$ cat src/rtl/lut_cluster_pkg.sv
package lut_cluster_pkg;
    localparam int LUT_K      = 4;
    localparam int LUT_BITS   = 1 << LUT_K;
    localparam int CELL_CFG_W = LUT_BITS + 2;

    // MSB first: carry enable, registered-output select, then table bits
    typedef struct packed {
        logic                carry_en;
        logic                reg_sel;
        logic [LUT_BITS-1:0] tt_bits;
    } cell_cfg_t;
endpackage

$ cat src/rtl/lut_mux_tree.sv
module lut_mux_tree #(
    parameter int K = 4
) (
    input  logic [(1<<K)-1:0] tt_bits,
    input  logic [K-1:0]      sel,
    output logic              y
);
    localparam int N     = 1 << K;
    localparam int NODES = 2 * N - 1;

    // Flat node vector: leaves first, then each level, root last
    logic [NODES-1:0] node;

    assign node[N-1:0] = tt_bits;

    for (genvar l = 0; l < K; l++) begin : g_level
        localparam int OFF_IN  = 2 * N - ((2 * N) >> l);
        localparam int OFF_OUT = 2 * N - ((2 * N) >> (l + 1));
        localparam int CNT     = N >> (l + 1);
        for (genvar i = 0; i < CNT; i++) begin : g_mux
            assign node[OFF_OUT + i] = sel[l] ? node[OFF_IN + 2*i + 1]
                                              : node[OFF_IN + 2*i];
        end
    end

    assign y = node[NODES-1];
endmodule

$ cat src/rtl/lut_cfg_chain.sv
module lut_cfg_chain #(
    parameter int W = 144
) (
    input  logic         clk,
    input  logic         rst_n,
    input  logic         cfg_en,
    input  logic         cfg_in,
    output logic [W-1:0] cfg_bits
);
    typedef struct packed {
        logic [W-1:0] bits;
    } chain_t;

    chain_t chain_d, chain_q;

    always_comb begin
        chain_d = chain_q;
        if (cfg_en) begin
            chain_d.bits = {chain_q.bits[W-2:0], cfg_in};
        end
    end

    always_ff @(posedge clk) begin
        if (!rst_n) begin
            chain_q <= '0;
        end else begin
            chain_q <= chain_d;
        end
    end

    assign cfg_bits = chain_q.bits;

    AST_SHIFT_ENTRY: assert property (@(posedge clk) disable iff (!rst_n)
        cfg_en |=> chain_q.bits[0] == $past(cfg_in));
    AST_SHIFT_MOVE: assert property (@(posedge clk) disable iff (!rst_n)
        cfg_en |=> chain_q.bits[W-1:1] == $past(chain_q.bits[W-2:0]));
    AST_CHAIN_HOLD: assert property (@(posedge clk) disable iff (!rst_n)
        !cfg_en |=> $stable(chain_q.bits));
endmodule

$ cat src/rtl/lut_cell.sv
module lut_cell
    import lut_cluster_pkg::*;
(
    input  logic             clk,
    input  logic             rst_n,
    input  logic             cfg_en,
    input  cell_cfg_t        cfg,
    input  logic [LUT_K-1:0] din,
    input  logic             cin,
    output logic             dout,
    output logic             cout
);
    typedef struct packed {
        logic ff;
    } cell_state_t;

    cell_state_t st_d, st_q;
    logic        lut_y;
    logic        sum_bit;
    logic        maj_bit;
    logic        result;

    lut_mux_tree #(.K(LUT_K)) u_tree (
        .tt_bits (cfg.tt_bits),
        .sel     (din),
        .y       (lut_y)
    );

    always_comb begin
        sum_bit = din[0] ^ din[1] ^ cin;
        maj_bit = (din[0] & din[1]) | (din[0] & cin) | (din[1] & cin);
        result  = cfg.carry_en ? sum_bit : lut_y;

        st_d    = st_q;
        st_d.ff = cfg_en ? 1'b0 : result;

        cout = (cfg.carry_en && !cfg_en) ? maj_bit : 1'b0;
        if (cfg_en) begin
            dout = 1'b0;
        end else if (cfg.reg_sel) begin
            dout = st_q.ff;
        end else begin
            dout = result;
        end
    end

    always_ff @(posedge clk) begin
        if (!rst_n) begin
            st_q <= '0;
        end else begin
            st_q <= st_d;
        end
    end

    AST_LOAD_CLEARS_FF: assert property (@(posedge clk) disable iff (!rst_n)
        cfg_en |=> st_q.ff == 1'b0);
    AST_FF_CAPTURE: assert property (@(posedge clk) disable iff (!rst_n)
        !cfg_en |=> st_q.ff == $past(result));
    AST_CARRY_BREAK: assert property (@(posedge clk) disable iff (!rst_n)
        !cfg.carry_en |-> cout == 1'b0);
endmodule

$ cat src/rtl/lut_cluster.sv
module lut_cluster
    import lut_cluster_pkg::*;
#(
    parameter int NUM_CELLS = 8
) (
    input  logic                       clk,
    input  logic                       rst_n,
    input  logic                       cfg_en,
    input  logic                       cfg_in,
    input  logic                       carry_in,
    input  logic [NUM_CELLS*LUT_K-1:0] cell_in,
    output logic [NUM_CELLS-1:0]       cell_out,
    output logic                       carry_out
);
    localparam int CHAIN_W = NUM_CELLS * CELL_CFG_W;

    logic [CHAIN_W-1:0]   cfg_bits;
    logic [NUM_CELLS:0]   carry;

    lut_cfg_chain #(.W(CHAIN_W)) u_chain (
        .clk      (clk),
        .rst_n    (rst_n),
        .cfg_en   (cfg_en),
        .cfg_in   (cfg_in),
        .cfg_bits (cfg_bits)
    );

    assign carry[0] = carry_in;

    for (genvar c = 0; c < NUM_CELLS; c++) begin : g_cell
        cell_cfg_t cell_cfg;
        assign cell_cfg = cell_cfg_t'(cfg_bits[c*CELL_CFG_W +: CELL_CFG_W]);

        lut_cell u_cell (
            .clk    (clk),
            .rst_n  (rst_n),
            .cfg_en (cfg_en),
            .cfg    (cell_cfg),
            .din    (cell_in[c*LUT_K +: LUT_K]),
            .cin    (carry[c]),
            .dout   (cell_out[c]),
            .cout   (carry[c+1])
        );
    end

    assign carry_out = carry[NUM_CELLS];

    AST_IDLE_OUTPUTS: assert property (@(posedge clk) disable iff (!rst_n)
        cfg_en |-> (cell_out == '0) && (carry_out == 1'b0));
endmodule

$ cat config.mk
export PLATFORM = sky130hd
export DESIGN_NAME = lut_cluster
export DESIGN_NICKNAME = d
export VERILOG_FILES = /design/src/rtl/lut_cluster_pkg.sv /design/src/rtl/lut_mux_tree.sv /design/src/rtl/lut_cfg_chain.sv /design/src/rtl/lut_cell.sv /design/src/rtl/lut_cluster.sv
export SDC_FILE = /design/constraint.sdc
export NUM_CORES = 1
export LEC_CHECK = 0
export BUFFER_PORTS_ARGS = -buffer_cell sky130_fd_sc_hd__buf_2
export CAP_MARGIN = 15
export CORE_MARGIN = 3
export CORE_UTILIZATION = 50
export DETAILED_ROUTE_END_ITERATION = 12
export PLACE_DENSITY = 0.79
export RECOVER_POWER = 25
export SETUP_SLACK_MARGIN = 0.2
export SLEW_MARGIN = 40
export SYNTH_ARGS = -nofsm -noshare
export SYNTH_HDL_FRONTEND = slang
export SYNTH_SLANG_ARGS = --single-unit
$ cat constraint.sdc
create_clock -name clk -period 7.6 [get_ports clk]
set_input_delay 0.38 -clock clk [delete_from_list [all_inputs] [get_ports clk]]
set_output_delay 0.38 -clock clk [all_outputs]
set_load 0.01 [all_outputs]
Word-level counts from Yosys, hierarchy flattened
Index checks and enable logic that the tools add are counted.
Operators by class
  muxes and demuxes: 152
  bitwise operators: 57
  reduce and logical (&&, ||, !) cells: 10
Operators by type and width (number)
  $mux W1: 152
  $and A1 B1 Y1: 24
  $or A1 B1 Y1: 16
  $xor A1 B1 Y1: 16
  $logic_and A1 B1 Y1: 8
  $reduce_or A2 Y1: 1
  $logic_not A1 Y1: 1
  $not A1 Y1: 1
Word-level totals
  register bits: 152
  input bits: 37
  output and inout bits: 9
  logic and storage cells: 228

Logic depth before layout (Yosys ltp)
Gate-level depths: netlist of run 1.
  word-level depth: 32
  depth in mapped cells: 21
  gate-level depth less buffers: 19

By module
Synthesis of run 1 repeated with hierarchy kept, for this count alone.
Unflattened totals
  cells, all modules: 612
  area, all modules: 7388.3 µm²
By module, submodules not included
  lut_cfg_chain: instances 1, cells an instance 464, area an instance 5434.0 µm²
  lut_mux_tree: instances 8, cells an instance 7, area an instance 135.1 µm²
  lut_cell at g_cell[0].u_cell ...: instances 6, cells an instance 11, area an instance 110.1 µm²
  lut_cell at g_cell[6].u_cell ...: instances 2, cells an instance 13, area an instance 106.4 µm²

Worst setup path after synthesis of run 1
No wires, ideal clock.
  kind: input -> output
  from: in cell_in[1]
  to: out cell_out[7]
  arrival time: 6721 ps
  slack: 499 ps
  cell stages on the path: 21
  path through: buf_6 inv_1 fa_1 or3b_2 fa_1 or3b_2 fa_1 or3b_2 fa_1 or3b_2 fa_1 or3b_2 fa_1 or3b_2 fa_1 nor2_1 fa_1 nor2_1 a31oi_1 a32o_1 buf_4
On the way
  cells in the longest elaborated chain, start to end: 32
  elaborated cells on any way between the ends: 39
Ends and longest elaborated chain
  start: declaration: line lut_cluster.sv:11  | input logic [NUM_CELLS*LUT_K-1:0] cell_in,
  $and A1 B1 Y1: line lut_cell.sv:31  | maj_bit = (din[0] & din[1]) | (din[0] & cin) | (din[1] & cin);
  $or A1 B1 Y1: line lut_cell.sv:31
  $or A1 B1 Y1 *: line lut_cell.sv:31
  $mux W1 *: line lut_cell.sv:37  | cout = (cfg.carry_en && !cfg_en) ? maj_bit : 1'b0;
  $and A1 B1 Y1: line lut_cell.sv:31
  $or A1 B1 Y1: line lut_cell.sv:31
  $or A1 B1 Y1 *: line lut_cell.sv:31
  $mux W1 *: line lut_cell.sv:37
  [16 not listed]
  $and A1 B1 Y1: line lut_cell.sv:31
  $or A1 B1 Y1: line lut_cell.sv:31
  $or A1 B1 Y1 *: line lut_cell.sv:31
  $mux W1 *: line lut_cell.sv:37
  $xor A1 B1 Y1 *: line lut_cell.sv:30  | sum_bit = din[0] ^ din[1] ^ cin;
  $mux W1 *: line lut_cell.sv:32  | result = cfg.carry_en ? sum_bit : lut_y;
  $mux W1 *: line lut_cell.sv:40  | end else if (cfg.reg_sel) begin
  $mux W1 *: line lut_cell.sv:38  | if (cfg_en) begin
  end: declaration: line lut_cluster.sv:12  | output logic [NUM_CELLS-1:0] cell_out,
Every way passes the cells marked *; elsewhere a longest branch is shown, timed or not.

Final worst setup path of run 1
  from: in carry_in
  to: out cell_out[7]
On the way
  cells in the longest elaborated chain, start to end: 32
  elaborated cells on any way between the ends: 39
Ends and longest elaborated chain
  start: declaration: line lut_cluster.sv:10  | input logic carry_in,
  $and A1 B1 Y1: line lut_cell.sv:31
  $or A1 B1 Y1: line lut_cell.sv:31
  $or A1 B1 Y1 *: line lut_cell.sv:31
  $mux W1 *: line lut_cell.sv:37
  $and A1 B1 Y1: line lut_cell.sv:31
  $or A1 B1 Y1: line lut_cell.sv:31
  $or A1 B1 Y1 *: line lut_cell.sv:31
  $mux W1 *: line lut_cell.sv:37
  [16 not listed]
  $and A1 B1 Y1: line lut_cell.sv:31
  $or A1 B1 Y1: line lut_cell.sv:31
  $or A1 B1 Y1 *: line lut_cell.sv:31
  $mux W1 *: line lut_cell.sv:37
  $xor A1 B1 Y1 *: line lut_cell.sv:30
  $mux W1 *: line lut_cell.sv:32
  $mux W1 *: line lut_cell.sv:40
  $mux W1 *: line lut_cell.sv:38
Marked as above.

==> summary.md, run 1 <==
| Metric | Value |
|---|---|
| Status | `complete, but fails checks` |
| Violations in the final reports | `max-capacitance violations, max-slew violations` |
| Drt via density | `5.25` |
| Worst R2R Path Depth | `17` |
| Fraction of met1 tracks used by global routing | `0.221` |
| Drt total wl | `13000 microns` |
| Post-layout net count | `729` |
| Via count of the first global-routing pass | `4735` |
| Remaining number of nets flagged by the antenna check after routing | `0` |
| Worst-path cell with the longest stage delay | `or3b_2` |
| Hold wc startpoint | `cfg_in` |
| Syn Nets | `710` |
| Crit-path max cell delay | `480 ps` |
| Met3 demand-to-capacity share in global routing | `0.0502` |
| Average wire per cell in the routed design | `14.8 microns` |
| Final setup vio count | `0` |
| Sequential cell area | `3040 sq um` |
| Reg2reg setup slack | `1430 ps` |
| Crit path arrival time | `6780 ps` |
| Remaining Overflow, GRT | `0` |
| Filler Cells Inserted | `1188` |
| Die height | `127 microns` |
| Crit path max-delay family | `adder cells` |
| Antenna violations before repair | `0` |
| Clock latency on the worst-skew pair | `410 ps` |
| Cells after synthesis | `665` |
| Wire length of the first global-routing pass | `22500 microns` |
| Root Driver | `clkbuf_16` |
| GRT Total Usage | `0.169` |
| Maximum number of buffers from clock root to sink | `2` |
| Number of design-rule violations left by the first detailed-router iteration | `185` |
| Core Region | `14100 sq um` |
| Maximum net fanout on the critical path | `2` |
| Time the worst path needs with I/O delays and setup | `7160 ps` |
| Top Ports | `46` |
| 1st-pass router iterations | `4` |
| RSZ-0062 raised after global routing | `false` |
| Count of endpoints failing hold in the final timing report | `0` |
| Post-place setup slack | `122 ps` |
| Class of the tightest hold or removal check | `in -> reg` |
| Crit-path cells | `buf_2, inv_1, fa_1, or3b_4, fa_1, or3b_2, fa_1, or3b_2, fa_1, or3b_2, fa_1, or3b_4, fa_1, or3b_4, fa_2, nor2_4, fa_1, nor2_1, a31oi_1, a32o_1, buf_2` |
| Number of port buffers | `45` |
| Final total negative setup slack | `0 ps` |
| Share of layout cells above drive strength 1 | `0.158` |
| Area added between synthesis and finish | `11.0%` |
| R2R Path Start | `u_chain.cfg_bits[17]` |
| Mean cell area of the mapped netlist | `11.0 sq um` |
| Num Clock Sinks | `152` |
| CP Data Required Time | `7220 ps` |
| Die boundary width | `127 microns` |
| Most used cells in the layout excluding fill and tap cells | `mux2i_1, nor2b_1, dfxtp_1` |
| Cell type with the highest occurrence count on the critical path | `fa_1` |
| Distinct cell type count of the synthesized netlist | `25` |
| Flip-flop and latch count after synthesis | `152` |
| Fin. max-slew vios | `63` |
| Largest net degree at the start of global routing | `145` |
| Most common cell after layout, fill and taps aside | `mux2i_1` |
| Full die area | `16100 sq um` |
| Lkg Pwr | `3.33 nW` |
| Fraction of the yosys area taken by sequential cells | `0.416` |
| Initial core utilization | `0.519` |
| Crit path buffers/inverters | `3` |
| Max capacitance violation total | `1` |
| Worst clock skew | `5.96 ps` |
| Core Util, Final | `0.576` |
| Post-Place Cells | `845` |
| Type of the worst setup path | `in -> out` |
| Number of antenna cells inserted | `0` |
| Busiest layer in global routing | `met2` |
| Hold Slack | `232 ps` |
| Worst min-delay path endpoint | `u_chain.cfg_bits[0]` |
| Share of the cycle needed by the critical path after routing | `0.942` |
| Vias post-DR | `4604` |
| Count of buffers added by post-CTS timing repair for setup | `0` |
| GP Congestion | `0.799` |
| Finished Layout Cells | `877` |
| Clock tree from TritonCTS | `done` |
| Peak clock frequency supported by timing | `0.140 GHz` |
| Hold path cells | `3` |
| Inserted Clock Buffers | `17` |
| Critical Path Sink Type | `primary output` |
| Total DRC errors in the routed layout | `0` |
| Clock slew at reported path FFs | `60 ps` |
| Multi-input gate area | `3950 sq um` |
| CTS H-Tree Depth | `4` |
| Dpl hpwl | `8570 microns` |
| Slew at the pin with the worst max-slew slack | `3920 ps` |
| Met2 capacity usage during global routing | `0.274` |
| Cell Area, Synth | `7320 sq um` |
| Placement Rows | `43` |
| Critical R2R Capture | `g_cell[7].u_cell.st_q` |
| Crit path setup slack, layout | `439 ps` |
| YS warnings | `0` |
| PD cells | `213 nW/um^2` |
| Type of element launching the critical path | `input port` |
| Peak supply drop | `0.162 mV` |
| Max-Slew Margin vs Limit | `-1.61` |
## power by group
group          switching (mW)  internal [mW]  leakage (nW)
logic                  0.0587         0.0563          1.83
clock network           0.332          0.483         0.271
registers            0.000815          0.798          1.22
## what timing repair did
action / in CTS / in global routing
endpoints found under the setup margin: 1 / 1
pin swaps: 1 / 2
hold buffers: 0 / 0
gates resized for setup: 2 / 4
## metal layers
layer / vias up / wire length, microns
met5: - / 0
met4: 0 / 133
met3: 14 / 372
met2: 50 / 6170
met1: 2216 / 6310
li1: 2324 / -
## synth_stat cells, drive strengths merged
cell type / number / area, sq um
mux2i: 199 / 1990
nor2b: 154 / 963
dfxtp: 152 / 3040
buf: 33 / 224
clkbuf: 18 / 67.6
nor2: 17 / 63.8
inv: 16 / 60.1
mux4: 16 / 360
a21oi: 8 / 40.0
a32o: 8 / 80.1
fa: 8 / 160
and3: 7 / 43.8
a22oi: 6 / 65.1
nand2: 6 / 22.5
or3b: 6 / 52.6
nand3b: 5 / 37.5
a211oi: 1 / 7.51
a21boi: 1 / 7.51
a31oi: 1 / 6.26
and4: 1 / 8.76
nand2b: 1 / 6.26
nor3b: 1 / 7.51
## how the worst max path moves through the flow
stage,from,depth (start not counted),end
final,carry_in,21,cell_out[7]
after global routing,carry_in,21,cell_out[7]
after CTS,carry_in,21,cell_out[7]
after detailed placement,carry_in,21,cell_out[7]
after global placement,carry_in,21,cell_out[7]
after floorplan,cell_in[1],21,cell_out[7]
## worst min-delay path, delay by kind of cell
| family | cells | cell delay [ps] |
|---|---|---|
| AND/OR/NAND/NOR | 1 | 90 |
| buffers and inverters | 1 | 80 |
| multiplexers | 1 | 50 |
## sequential cells by signal (all words and copies together) (netlist names)
signal,count
u_chain.cfg_bits,144
g_cell.u_cell.st_q,8
## metrics by stage
step	total power, mW	instance area (sq um)
after global placement	0.927	7530
final	1.73	8120
after CTS	1.74	8130
after detailed placement	0.929	7540
after global routing	1.79	8120
after floorplan	0.906	7320
## final cells by class
cell class	instances	area share
Clock inverter	15	0.0188
Sequential cell	152	0.375
Multi-Input combinational cell	446	0.486
Tap cell	180	0.0277
Clock buffer	17	0.0524
Inverter	16	0.00739
Timing Repair Buffer	51	0.0336
## kinds of logic after synthesis
family / Yosys count / synth area share
buffers and inverters: 67 / 0.0480
and+or+nand+nor: 198 / 0.165
AOI/OAI and AO/OA: 25 / 0.0282
muxes: 215 / 0.321
DFF: 152 / 0.416
adders and majority gates: 8 / 0.0219
Power figures use the tool's default switching activity.
==> run 2: changes to the inputs <==
- CORE_UTILIZATION: 50 -> 30
- PLACE_DENSITY: 0.79 -> 0.56
==> run 2 against run 1 <==
Compared with the run above: sequential cell count did not move; combinational power barely moved; first-iteration DRC count fell by 47%; wire length rose by 4.0%; the run still ends with max-capacitance violations, max-slew violations left; cell count rose by 16%; critical path depth did not move; die area rose by 63%; clock skew rose by 1.0 ps; clock power rose by 13%.
==> summary.md, run 2 (synthesis gave the netlist of run 1 again) <==
| Metric | Value |
|---|---|
| Average wire per cell in the routed design | `13.3 microns (-10%)` |
| Number of antenna cells inserted | `0 (unchanged)` |
| Part of the power in the clock network | `0.502 (+0.031)` |
| Filler Cells Inserted | `2421 (+100%)` |
| Antenna violations before repair | `0 (unchanged)` |
| Final total negative setup slack | `0 ps (unchanged)` |
| Count of endpoints failing hold in the final timing report | `0 (unchanged)` |
| Die height | `162 microns (+28%)` |
| Lkg Pwr | `3.37 nW (+1.3%)` |
| Clock slew at reported path FFs | `60 ps (about the same)` |
| Status | `complete, but fails checks` |
| GRT Total Usage | `0.108 (-0.0618)` |
| Crit-path max cell delay | `470 ps (about the same)` |
| Wire length of the first global-routing pass | `22900 microns (+1.7%)` |
| Drt via density | `4.41 (-16%)` |
| Flip-flop count of the largest register after layout | `144 (unchanged)` |
| Slew at the pin with the worst max-slew slack | `3580 ps (-340 ps)` |
| Number of design-rule violations left by the first detailed-router iteration | `98 (-47%)` |
| 1st-pass router iterations | `4 (unchanged)` |
| Remaining number of nets flagged by the antenna check after routing | `0 (unchanged)` |
| Via count of the first global-routing pass | `4490 (-5.2%)` |
| Critical Path Sink Type | `primary output` |
| Total DRC errors in the routed layout | `0 (unchanged)` |
| Worst clock skew | `7.01 ps (+1.04 ps)` |
| Final setup vio count | `0 (unchanged)` |
| Full die area | `26300 sq um (+63%)` |
| Most common cell after layout, fill and taps aside | `mux2i_1` |
| Cell type with the highest occurrence count on the critical path | `fa_1` |
| Fin. max-slew vios | `104 (+65%)` |
| Switching power | `397 uW (+1.4%)` |
| Peak supply drop | `0.143 mV (-12%)` |
| Switching share of power | `0.216 (-0.0103)` |
| Number of port buffers | `45 (unchanged)` |
| PD cells | `220 nW/um^2 (+3.2%)` |
| Type of the worst setup path | `in -> out` |
| Type of element launching the critical path | `input port` |
| Clock tree from TritonCTS | `done` |
| Clock latency on the worst-skew pair | `420 ps (about the same)` |
| Max-Slew Margin vs Limit | `-1.39 (+0.226)` |
| Worst-path cell with the longest stage delay | `or3b_2` |
| Remaining Overflow, GRT | `0 (unchanged)` |
| Largest net degree at the start of global routing | `126 (-13%)` |
| RSZ-0062 raised after global routing | `false` |
| Peak clock frequency supported by timing | `0.141 GHz (+0.84%)` |
| Die boundary width | `162 microns (+28%)` |
| Share of layout cells above drive strength 1 | `0.154 (-0.00386)` |
| Combinational Power Share | `0.063 (-0.003)` |
| GP Congestion | `0.690 (-14%)` |
| Crit path arrival time | `6720 ps (-60 ps)` |
| Drt total wl | `13500 microns (+4.0%)` |
| Top Ports | `46 (unchanged)` |
| Design internal power | `1.44 mW (+7.7%)` |
| Time the worst path needs with I/O delays and setup | `7100 ps (-59.6 ps)` |
| Num Clock Sinks | `152 (unchanged)` |
| CTS H-Tree Depth | `4 (unchanged)` |
| Most used cells in the layout excluding fill and tap cells | `mux2i_1, nor2b_1, dfxtp_1` |
| Root Driver | `clkbuf_16` |
| Placement Rows | `56 (+30%)` |
| Area added between synthesis and finish | `14.3%` |
| Violations in the final reports | `max-capacitance violations, max-slew violations` |
| Maximum number of buffers from clock root to sink | `2 (unchanged)` |
| Maximum net fanout on the critical path | `2 (unchanged)` |
| Post-layout net count | `728 (-0.14%)` |
| Initial core utilization | `0.308 (-0.211)` |
| Class of the tightest hold or removal check | `in -> reg` |
| Vias post-DR | `4475 (-2.8%)` |
| Max capacitance violation total | `1 (unchanged)` |
| Core Region | `23800 sq um (+69%)` |
| Overall power consumption | `1.84 mW (+6.3%)` |
| CP Data Required Time | `7220 ps (about the same)` |
| Sequential power share | `0.435 (-0.027)` |
| Inserted Clock Buffers | `17 (unchanged)` |
| Reg2reg setup slack | `1490 ps (+60 ps)` |
| Share of the cycle needed by the critical path after routing | `0.934 (-0.00785)` |
| Crit-path cells | `buf_2, inv_1, fa_1, or3b_4, fa_1, or3b_4, fa_1, or3b_2, fa_1, or3b_2, fa_1, or3b_2, fa_1, or3b_4, fa_2, nor2_2, fa_1, nor2_1, a31oi_1, a32o_1, buf_2` |
| Dpl hpwl | `8740 microns (+2.0%)` |
-- run 2: power groups by stage --
stage,Clock [mW],Sequential [mW],Combinational [mW]
2_1_floorplan,0,0.817,0.0897
3_3_place_gp,0,0.817,0.115
3_5_place_dp,0,0.817,0.115
4_1_cts,0.952,0.799,0.115
5_1_grt,0.981,0.799,0.125
6_report,0.924,0.799,0.115
-- run 2: cell type report --
cell class                 instances  area [sq um]  share of cell area
tap                              319           399              0.0477
multi-input combinational        446          3940               0.471
clock inverter                     9           163              0.0194
clock buffer                      22           484              0.0579
inverter                          16          60.1             0.00718
timing repair buffer              50           279              0.0333
sequential                       152          3040               0.364
-- run 2: layer usage --
| layer | track usage | share of wire |
|---|---|---|
| met1 | 0.148 | 0.52 |
| met2 | 0.162 | 0.44 |
| met3 | 0.0288 | 0.031 |
| met4 | 0.0407 | 0.014 |
| met5 | 0 | 0 |
-- run 2: path summary, 6_finish.rpt --
path                      endpoint             startpoint  depth (start not counted)
max                    cell_out[7]               carry_in                         21
min reg2reg  u_chain.cfg_bits[125]  u_chain.cfg_bits[124]                          2
max reg2reg  g_cell[7].u_cell.st_q   u_chain.cfg_bits[17]                         17
min            u_chain.cfg_bits[0]                 cfg_in                          3
-- run 2: metrics by stage --
| stage | std cells | worst slack [ps] | utilization | hold slack, ps | instance area, sq um |
|---|---|---|---|---|---|
| detailed placement | 983 | 77.0 | 0.325 | 484 | 7720 |
| global route | 1014 | 255 | 0.352 | 273 | 8370 |
| global placement | 983 | 138 | 0.325 | 482 | 7710 |
| CTS | 1014 | 284 | 0.352 | 242 | 8370 |
| floorplan | 665 | 499 | - | 460 | 7320 |
| finish | 1014 | 499 | 0.352 | 246 | 8370 |
-- run 2: worst max-delay path, delay by kind of cell --
family	cells	cell delay [ps]
adder cells (fa/ha/maj)	8	3010
AND/OR/NAND/NOR	8	2760
buffers and inverters	3	250
AO/OA/AOI/OAI	2	290
-- run 2: what timing repair did --
item	in CTS	in global routing
endpoints found under the hold margin	0	0
resized for setup	2	3
pin swaps	1	0
setup buffers	0	0
setup endpoints to repair	1	1
hold buffers	0	0
==> run 3: changes to the inputs <==
- CELL_PAD_IN_SITES_DETAIL_PLACEMENT: default -> 2
- CELL_PAD_IN_SITES_GLOBAL_PLACEMENT: default -> 2
- PLACE_DENSITY: 0.56 -> 0.73
==> run 3 against run 2 <==
Compared with the run above: the run now ends clean; sequential share of layout area is 0.21 points higher; clock power is 8.3% lower; sequential cell count stayed put; worst setup slack worse by 33 ps; global-route usage is 2.4 points higher; utilization is 0.20 points lower; sequential power hardly changed; register-to-register slack worse by 50 ps; die area stayed put; critical path type unchanged; critical endpoint unchanged; largest cell class unchanged; largest power group unchanged.
==> summary.md, run 3 (synthesis gave the netlist of run 1 again) <==
| Metric | Value |
|---|---|
| Type of the worst setup path | `in -> out` |
| Worst min-delay path endpoint | `u_chain.cfg_bits[0]` |
| Count of endpoints failing hold in the final timing report | `0 (unchanged)` |
| GP Congestion | `0.751 (+8.9%)` |
| Critical R2R Capture | `g_cell[7].u_cell.st_q` |
| Drt total wl | `16600 microns (+23%)` |
| Post-Place Cells | `984 (+0.10%)` |
| CP Data Required Time | `7220 ps (about the same)` |
| Core Region | `23800 sq um (unchanged)` |
| R2R Path Start | `u_chain.cfg_bits[17]` |
| Worst R2R Path Depth | `17 (unchanged)` |
| Drt via density | `4.68 (+6.0%)` |
| Final setup vio count | `0 (unchanged)` |
| Wire length of the first global-routing pass | `28100 microns (+23%)` |
| Lkg Pwr | `3.34 nW (-0.98%)` |
| Root Driver | `clkbuf_16` |
| Remaining Overflow, GRT | `0 (unchanged)` |
| Peak clock frequency supported by timing | `0.140 GHz (-0.47%)` |
| Fin. max-slew vios | `0 (-100%)` |
| Max-Slew Margin vs Limit | `0.491 (+1.88)` |
| Post-layout net count | `729 (+0.14%)` |
| Clock tree from TritonCTS | `done` |
| GRT Total Usage | `0.132 (+0.0241)` |
| Number of hold buffers added after cts | `0 (unchanged)` |
| Vias post-DR | `4755 (+6.3%)` |
| 1st-pass router iterations | `4 (unchanged)` |
| Hold path cells | `3 (unchanged)` |
| Via count of the first global-routing pass | `5474 (+22%)` |
| Critical Path Sink Type | `primary output` |
| Status | `completed` |
| RSZ-0062 raised after global routing | `false` |
| Antenna violations before repair | `0 (unchanged)` |
| Hold wc startpoint | `cfg_in` |
| Flip-flop count of the largest register after layout | `144 (unchanged)` |
| Dpl hpwl | `11400 microns (+31%)` |
| Slew at the pin with the worst max-slew slack | `763 ps (-2820 ps)` |
| Worst-path cell with the longest stage delay | `or3b_2` |
| Share of layout cells above drive strength 1 | `0.156 (+0.00243)` |
| Crit-path cells | `buf_2, inv_1, fa_1, or3b_4, fa_1, or3b_4, fa_1, or3b_2, fa_1, or3b_2, fa_1, or3b_2, fa_1, or3b_4, fa_2, nor2_2, fa_1, nor2_1, a31oi_1, a32o_1, buf_2` |
| Top Ports | `46 (unchanged)` |
| Filler Cells Inserted | `2520 (+4.1%)` |
| Peak supply drop | `0.129 mV (-9.8%)` |
| Placement Rows | `56 (unchanged)` |
| Most used cells in the layout excluding fill and tap cells | `mux2i_1, nor2b_1, dfxtp_1` |
| Crit path arrival time | `6750 ps (+30 ps)` |
| Share of the cycle needed by the critical path after routing | `0.939 (+0.00441)` |
| Cell type with the highest occurrence count on the critical path | `fa_1` |
| Total DRC errors in the routed layout | `0 (unchanged)` |
| Average wire per cell in the routed design | `16.3 microns (+22%)` |
| Max capacitance violation total | `0 (-1)` |
| Remaining number of nets flagged by the antenna check after routing | `0 (unchanged)` |
| PD cells | `212 nW/um^2 (-3.6%)` |
| Number of antenna cells inserted | `0 (unchanged)` |
| Clock latency on the worst-skew pair | `420 ps (about the same)` |
| Initial core utilization | `0.308 (unchanged)` |
| Class of the tightest hold or removal check | `in -> reg` |
| Time the worst path needs with I/O delays and setup | `7130 ps (+33.5 ps)` |
| Maximum net fanout on the critical path | `2 (unchanged)` |
| Full die area | `26300 sq um (unchanged)` |
| Num Clock Sinks | `152 (unchanged)` |
| Maximum number of buffers from clock root to sink | `2 (unchanged)` |
| Clock slew at reported path FFs | `60 ps (about the same)` |
| Worst clock skew | `10.0 ps (+3.04 ps)` |
| Die boundary width | `162 microns (unchanged)` |
| Largest net degree at the start of global routing | `136 (+7.9%)` |
| Type of element launching the critical path | `input port` |
| Overall power consumption | `1.76 mW (-4.2%)` |
| CTS H-Tree Depth | `4 (unchanged)` |
| Inserted Clock Buffers | `17 (unchanged)` |
| Final total negative setup slack | `0 ps (unchanged)` |
| Die height | `162 microns (unchanged)` |
| Number of design-rule violations left by the first detailed-router iteration | `142 (+45%)` |
| Reg2reg setup slack | `1440 ps (-50 ps)` |
| Most common cell after layout, fill and taps aside | `mux2i_1` |
| Finished Layout Cells | `1016 (+0.20%)` |
| Number of port buffers | `45 (unchanged)` |
| Crit-path max cell delay | `470 ps (about the same)` |
| Area added between synthesis and finish | `13.7%` |
run 3: power breakdown:
part           total, mW  switching (mW)  leakage (nW)  internal, mW
clock              0.847           0.351         0.272         0.495
combinational      0.116          0.0616          1.84        0.0539
sequential         0.799        0.000928          1.22         0.798
total               1.76           0.414          3.34          1.35
run 3: worst max path at each step:
stage,cells after the start,endpoint,slack (ps),startpoint
floorplan,21,cell_out[7],500,cell_in[1]
global placement,21,cell_out[7],130,carry_in
detailed placement,21,cell_out[7],110,carry_in
CTS,21,cell_out[7],280,carry_in
global route,21,cell_out[7],270,carry_in
finish,21,cell_out[7],470,carry_in
run 3: critical path: cells and delay by family:
family | cells | cell delay, ps
fa+ha+maj | 8 | 3050
compound gates | 2 | 290
buf+inv | 3 | 270
simple gates | 8 | 2770
run 3: cell type report:
class	count	area (sq um)	share of cell area
clock buffers	19	443	0.0532
repair buffers	51	292	0.0350
well taps	319	399	0.0480
multi-input cells	446	3940	0.473
flip-flops and latches	152	3040	0.366
inverters	16	60.1	0.00722
clock inverters	13	146	0.0176
run 3: what timing repair did:
action / CTS / global route
buffers inserted: 0 / 0
hold endpoints to repair: 0 / 0
endpoints found under the setup margin: 1 / 1
pin swaps: 1 / 0
resized for setup: 2 / 3
run 3: routing by layer:
layer	part of all wire	wire length [microns]	vias to the layer above	GRT usage
met2	0.52	8610	42	0.239
li1	-	-	2318	-
met4	0.014	227	0	0.0430
met1	0.45	7390	2376	0.156
met3	0.021	353	19	0.0260
met5	0	0	-	0
run 3: stage by stage:
step / setup slack (ps) / area [sq um] / hold WS, ps / util
floorplan: 499 / 7320 / 460 / -
global placement: 133 / 7720 / 480 / 0.325
detailed placement: 111 / 7730 / 495 / 0.325
CTS: 278 / 8320 / 210 / 0.350
global route: 268 / 8320 / 245 / 0.350
finish: 465 / 8320 / 229 / 0.350
